[src/rtl/bridge_ctrl_pkg.sv]
package bridge_ctrl_pkg;

    typedef enum logic [1:0] {
        ST_IDLE = 2'd0,
        ST_REQ  = 2'd1,
        ST_DROP = 2'd2,
        ST_REL  = 2'd3
    } hs_state_e;

    // Low edge of the window owned by adapter idx.
    function automatic longint win_lo(input longint base, input int span_lg, input int idx);
        return base + (longint'(idx) << span_lg);
    endfunction

endpackage

[src/rtl/bc_addr_decode.sv]
module bc_addr_decode #(
    parameter int     ADDR_W  = 16,
    parameter int     N_ADP   = 3,
    parameter longint BASE    = 64'h1000,
    parameter int     SPAN_LG = 10
) (
    input  logic [ADDR_W-1:0] addr_i,
    output logic [N_ADP-1:0]  sel_o,
    output logic              illegal_o
);
    import bridge_ctrl_pkg::*;

    localparam int CW = ADDR_W + 2;

    logic [CW-1:0] addr_ext;
    assign addr_ext = CW'(addr_i);

    for (genvar i = 0; i < N_ADP; i++) begin : g_win
        localparam logic [CW-1:0] LO = CW'(win_lo(BASE, SPAN_LG, i));
        localparam logic [CW-1:0] HI = CW'(win_lo(BASE, SPAN_LG, i + 1));
        assign sel_o[i] = (addr_ext >= LO) && (addr_ext < HI);
    end

    assign illegal_o = ~|sel_o;


    always_comb begin
        dec_onehot_chk: assert ($onehot0(sel_o) && (illegal_o != (|sel_o)));
    end

endmodule

[src/rtl/bc_ack_merge.sv]
module bc_ack_merge #(
    parameter int N_ADP = 3
) (
    input  logic [N_ADP-1:0] ack_i,
    input  logic [N_ADP-1:0] cs_i,
    output logic             ack_o
);
    logic [N_ADP-1:0] gated;

    for (genvar i = 0; i < N_ADP; i++) begin : g_gate
        assign gated[i] = ack_i[i] & cs_i[i];
    end

    assign ack_o = |gated;

endmodule

[src/rtl/bc_hs_fsm.sv]
module bc_hs_fsm #(
    parameter int N_ADP = 3
) (
    input  logic             clk,
    input  logic             rst,
    input  logic             grant_any_i,
    input  logic [N_ADP-1:0] dec_sel_i,
    input  logic             dec_illegal_i,
    input  logic             ack_i,
    output logic [N_ADP-1:0] cs_o,
    output logic [N_ADP-1:0] req_o,
    output logic             illegal_o
);
    import bridge_ctrl_pkg::*;

    hs_state_e        state;
    logic [N_ADP-1:0] sel_q;
    logic             ill_q;

    always_ff @(posedge clk) begin
        if (rst) begin
            state <= ST_IDLE;
            sel_q <= '0;
            ill_q <= 1'b0;
        end else begin
            unique case (state)
                ST_IDLE: if (grant_any_i) begin
                    sel_q <= dec_sel_i;
                    ill_q <= dec_illegal_i;
                    state <= dec_illegal_i ? ST_REL : ST_REQ;
                end
                ST_REQ:  if (ack_i)        state <= ST_DROP;
                ST_DROP: if (!ack_i)       state <= ST_REL;
                ST_REL:  if (!grant_any_i) state <= ST_IDLE;
                default:                   state <= ST_IDLE;
            endcase
        end
    end

    always_comb begin
        cs_o      = '0;
        req_o     = '0;
        illegal_o = 1'b0;
        if (state == ST_REQ || state == ST_DROP) cs_o = sel_q;
        if (state == ST_REQ) req_o = sel_q;
        if (state == ST_REL) illegal_o = ill_q;
    end


    cs_onehot_chk: assert property (@(posedge clk) disable iff (rst)
        $onehot0(cs_o) && ((req_o & ~cs_o) == '0));

    req_hold_chk: assert property (@(posedge clk) disable iff (rst)
        (|req_o && !ack_i) |=> $stable(req_o) && $stable(cs_o));

    req_drop_chk: assert property (@(posedge clk) disable iff (rst)
        (|req_o && ack_i) |=> (req_o == '0) && $stable(cs_o));

    cs_clear_chk: assert property (@(posedge clk) disable iff (rst)
        (|cs_o && !(|req_o) && !ack_i) |=> (cs_o == '0));

    illegal_excl_chk: assert property (@(posedge clk) disable iff (rst)
        illegal_o |-> (cs_o == '0) && (req_o == '0));

    release_wait_chk: assert property (@(posedge clk) disable iff (rst)
        (illegal_o && grant_any_i) |=> illegal_o);

    start_grant_chk: assert property (@(posedge clk) disable iff (rst)
        ((cs_o == '0) && !illegal_o && !grant_any_i) |=> (cs_o == '0) && !illegal_o);

endmodule

[src/rtl/bridge_ctrl.sv]
module bridge_ctrl #(
    parameter int     N_GRANT = 4,
    parameter int     ADDR_W  = 16,
    parameter int     N_ADP   = 3,
    parameter longint BASE    = 64'h1000,
    parameter int     SPAN_LG = 10
) (
    input  logic               clk,
    input  logic               rst,
    input  logic [N_GRANT-1:0] grant_i,
    input  logic [ADDR_W-1:0]  addr_i,
    input  logic [N_ADP-1:0]   ack_i,
    output logic [N_ADP-1:0]   req_o,
    output logic [N_ADP-1:0]   cs_o,
    output logic               illegal_o
);
    logic             grant_any;
    logic [N_ADP-1:0] dec_sel;
    logic             dec_ill;
    logic             ack_bus;

    assign grant_any = |grant_i;

    bc_addr_decode #(
        .ADDR_W (ADDR_W),
        .N_ADP  (N_ADP),
        .BASE   (BASE),
        .SPAN_LG(SPAN_LG)
    ) u_dec (
        .addr_i   (addr_i),
        .sel_o    (dec_sel),
        .illegal_o(dec_ill)
    );

    bc_ack_merge #(.N_ADP(N_ADP)) u_ack (
        .ack_i(ack_i),
        .cs_i (cs_o),
        .ack_o(ack_bus)
    );

    bc_hs_fsm #(.N_ADP(N_ADP)) u_fsm (
        .clk          (clk),
        .rst          (rst),
        .grant_any_i  (grant_any),
        .dec_sel_i    (dec_sel),
        .dec_illegal_i(dec_ill),
        .ack_i        (ack_bus),
        .cs_o         (cs_o),
        .req_o        (req_o),
        .illegal_o    (illegal_o)
    );

endmodule

[config.mk]
export PLATFORM = sky130hd
export DESIGN_NAME = bridge_ctrl
export DESIGN_NICKNAME = d
export VERILOG_FILES = /design/src/rtl/bridge_ctrl_pkg.sv /design/src/rtl/bc_addr_decode.sv /design/src/rtl/bc_ack_merge.sv /design/src/rtl/bc_hs_fsm.sv /design/src/rtl/bridge_ctrl.sv
export SDC_FILE = /design/constraint.sdc
export NUM_CORES = 1
export LEC_CHECK = 0
export ABC_AREA = 1
export CAP_MARGIN = 15
export CORE_UTILIZATION = 37
export CTS_BUF_LIST = sky130_fd_sc_hd__clkbuf_8
export DETAILED_ROUTE_END_ITERATION = 7
export GPL_ROUTABILITY_DRIVEN = 0
export PLACE_DENSITY_LB_ADDON = 0.25
export SLEW_MARGIN = 0
export SYNTH_ARGS = -nofsm -noshare
export SYNTH_HDL_FRONTEND = slang
export SYNTH_HIERARCHICAL = 1
export SYNTH_SLANG_ARGS = --single-unit
[constraint.sdc]
create_clock -name clk -period 2 [get_ports clk]
set_input_delay 0.3 -clock clk [delete_from_list [all_inputs] [get_ports clk]]
set_output_delay 0.3 -clock clk [all_outputs]
set_load 0.02 [all_outputs]
==> impl_metrics.csv <==
group,metric,value,unit
sta,period_needed,1.88,ns
cells_and_area,n_fill_cell,125,
route,drcViolationCount,0,
worst_setup_path,critPathArrivalTime,1.58,ns
placement,dp.cells,125,
clock_tree,ctsRootBufferMaster,"clkbuf_8",
hold_path,whs_path_depth,2,
power,p_leak,0.472,nW
hold_path,hp-class,"register to register",
clock_tree,clk_path_buf_depth,2,
sta,hold_viol_final,0,
clock_tree,clock_sinks,6,
cells_and_area,diodes,0,
die,die_y,39.1,um
placement,placed_area,747,sq um
route,dr.pass1.iters,5,
die,die_w,39.1,um
die,start_util,0.397,
sta,max_clock_freq,0.532,GHz
grt,overflow,0,
grt,grt_usage,0.153,
cells_and_area,syn_to_final_growth,53.7,%
grt,grt_start_max_net_pins,7,
cells_and_area,num-nets-final,146,
synthesis,postSynthCellCount,88,
clock_tree,cts_setup_buffers,0,
synthesis,synthesis.nets,119,
sta,setup_viol,0,
sta,skew,0.00115,ns
worst_setup_path,reg2regPathDepth,13,
die,io_pins,32,
grt,grt_pass1_vias,434,
status,outcome,"complete, no violations",
worst_setup_path,cp_max_fo,4,
power,p_per_area,1090,nW/um^2
worst_setup_path,cp-end-kind,"output pin",
synthesis,synth_area_per_cell,5.80,sq um
sta,grt_setup_unrepaired,"false",
route,vias,548,
worst_setup_path,crit_chain,"inv_1, ha_1, nand2_1, inv_1, clkdlybuf4s50_1",
synthesis,yosysWarnings,6,
route,drt_iter0_drc,13,
sta,setup_tns,0,ns
worst_setup_path,critPathKind,"register to output pin",
route,vias_per_cell,4.28,
cells_and_area,final_cells,128,
die,die-area,1530,sq um
clock_tree,clock_latency,0.22,ns
grt,grt_pass1_wl,1540,um
cells_and_area,final_layout_size_suffix_gt1_frac,0.0708,
flow_run,maxCapViolCount,0,
clock_tree,cts_tree,"done",
synthesis,syn_area,510,sq um
synthesis,ys_seq_elements,6,
synthesis,yosysUniqueCellTypes,13,
clock_tree,hold_buffers,0,
route,wire_per_inst,7.66,um
placement,dp_hpwl,832,um
route,wl,981,um
worst_setup_path,crit_path_start_kind,"register",
worst_setup_path,worst_path_most_repeated_cell,"inv_1",
sta,fin_crit_sh,0.940,
clock_tree,cts_buffers,3,
power,irDropWorstVdd,0.551,mV
sta,drv_slew,0,
worst_setup_path,cpPeakStageDelay,0.59,ns
worst_setup_path,slowest_stage,"clkdlybuf4s50_1",
power,power,0.853,mW
die,core_area,1280,sq um
worst_setup_path,cp.required,1.70,ns
clock_tree,cts.repair.resized,3,
sta,tightest_slew,0.215,ns
cells_and_area,fin_area,785,sq um
clock_tree,clk_pin_slew_worst_paths,0.04,ns
route,ant_nets,0,
die,rows,13,
synthesis,seq_area_frac_synth,0.235,
clock_tree,htreeDepth,1,
grt,antenna_found_initial,0,
sta,maxSlewHeadroom,0.856,
placement,numPortBuffers,21,
-- synthesized netlist by cell type (all sizes together) --
master,instances,share of area
a21oi,1,0.0098
dfxtp,6,0.24
ha,6,0.15
inv,20,0.15
nand2,25,0.19
nand3,3,0.029
nand4,1,0.012
nor2,21,0.17
o21ai,4,0.039
or2,1,0.012
-- path summary, 6_finish.rpt --
path | from | end | slack, ns
worst max-delay path | u_fsm/state[1] | req_o[2] | 0.12
worst min register to register | u_fsm/ill_q | u_fsm/ill_q | 0.49
worst max register to register | u_fsm/state[1] | u_fsm/state[1] | 0.35
worst min-delay path | u_fsm/ill_q | u_fsm/ill_q | 0.49
-- through the flow --
step           hold WS, ns  utilization  worst slack, ns
6_report             0.494        0.611            0.119
5_1_grt              0.540        0.611           0.0226
4_1_cts              0.494        0.611            0.108
3_5_place_dp         0.484        0.581            0.137
3_3_place_gp         0.484        0.581            0.162
2_1_floorplan        0.455            -            0.358
-- where the power goes --
group	internal (mW)	switching, mW	leakage (nW)
Combinational	0.194	0.275	0.401
Clock	0.129	0.0534	0.0216
Sequential	0.169	0.0320	0.0498
-- cell families (layout without fill, tap and decap cells) --
logic type / count (synthesis) / count (layout) / share of synthesized area
adder cells (fa/ha/maj): 6 / 6 / 0.147
flip-flops: 6 / 6 / 0.235
buffers and inverters: 20 / 45 / 0.147
AO/OA/AOI/OAI: 5 / 5 / 0.0490
AND/OR/NAND/NOR: 51 / 51 / 0.422
-- cells in the final DEF (no fill, tap or decap), types with 3 or more instances in the layout --
| cell | count |
|---|---|
| clkbuf_8 | 3 |
| clkdlybuf4s50_1 | 18 |
| dfxtp_1 | 6 |
| dlygate4sd2_1 | 3 |
| ha_1 | 6 |
| inv_1 | 20 |
| nand2_1 | 23 |
| nand3_1 | 3 |
| nor2_1 | 19 |
| o21ai_0 | 4 |
-- state kept, by name (all words and copies together), names as in the netlist --
| register | count |
|---|---|
| u_fsm/ill_q | 1 |
| u_fsm/sel_q | 3 |
| u_fsm/state | 2 |
-- layer usage --
layer  GRT usage  share of wire
met1       0.159           0.44
met4       0.129          0.028
met5           0              0
met2       0.254           0.48
met3      0.0347          0.043
-- critical path: cells and delay by family, from the launching register on --
| family | cells | cell delay, ns |
|---|---|---|
| buffers and inverters | 3 | 0.76 |
| and+or+nand+nor | 1 | 0.06 |
| adders and majority gates | 1 | 0.20 |
| DFF | 1 | 0.33 |
-- layout make-up --
type	instances	area, sq um	share of cell area
multi-input combinational	62	315	0.402
timing repair buffer	22	214	0.273
sequential	6	120	0.153
inverter	20	75.1	0.0957
clock buffer	3	41.3	0.0526
tap	15	18.8	0.0239
Power figures use the tool's default switching activity.
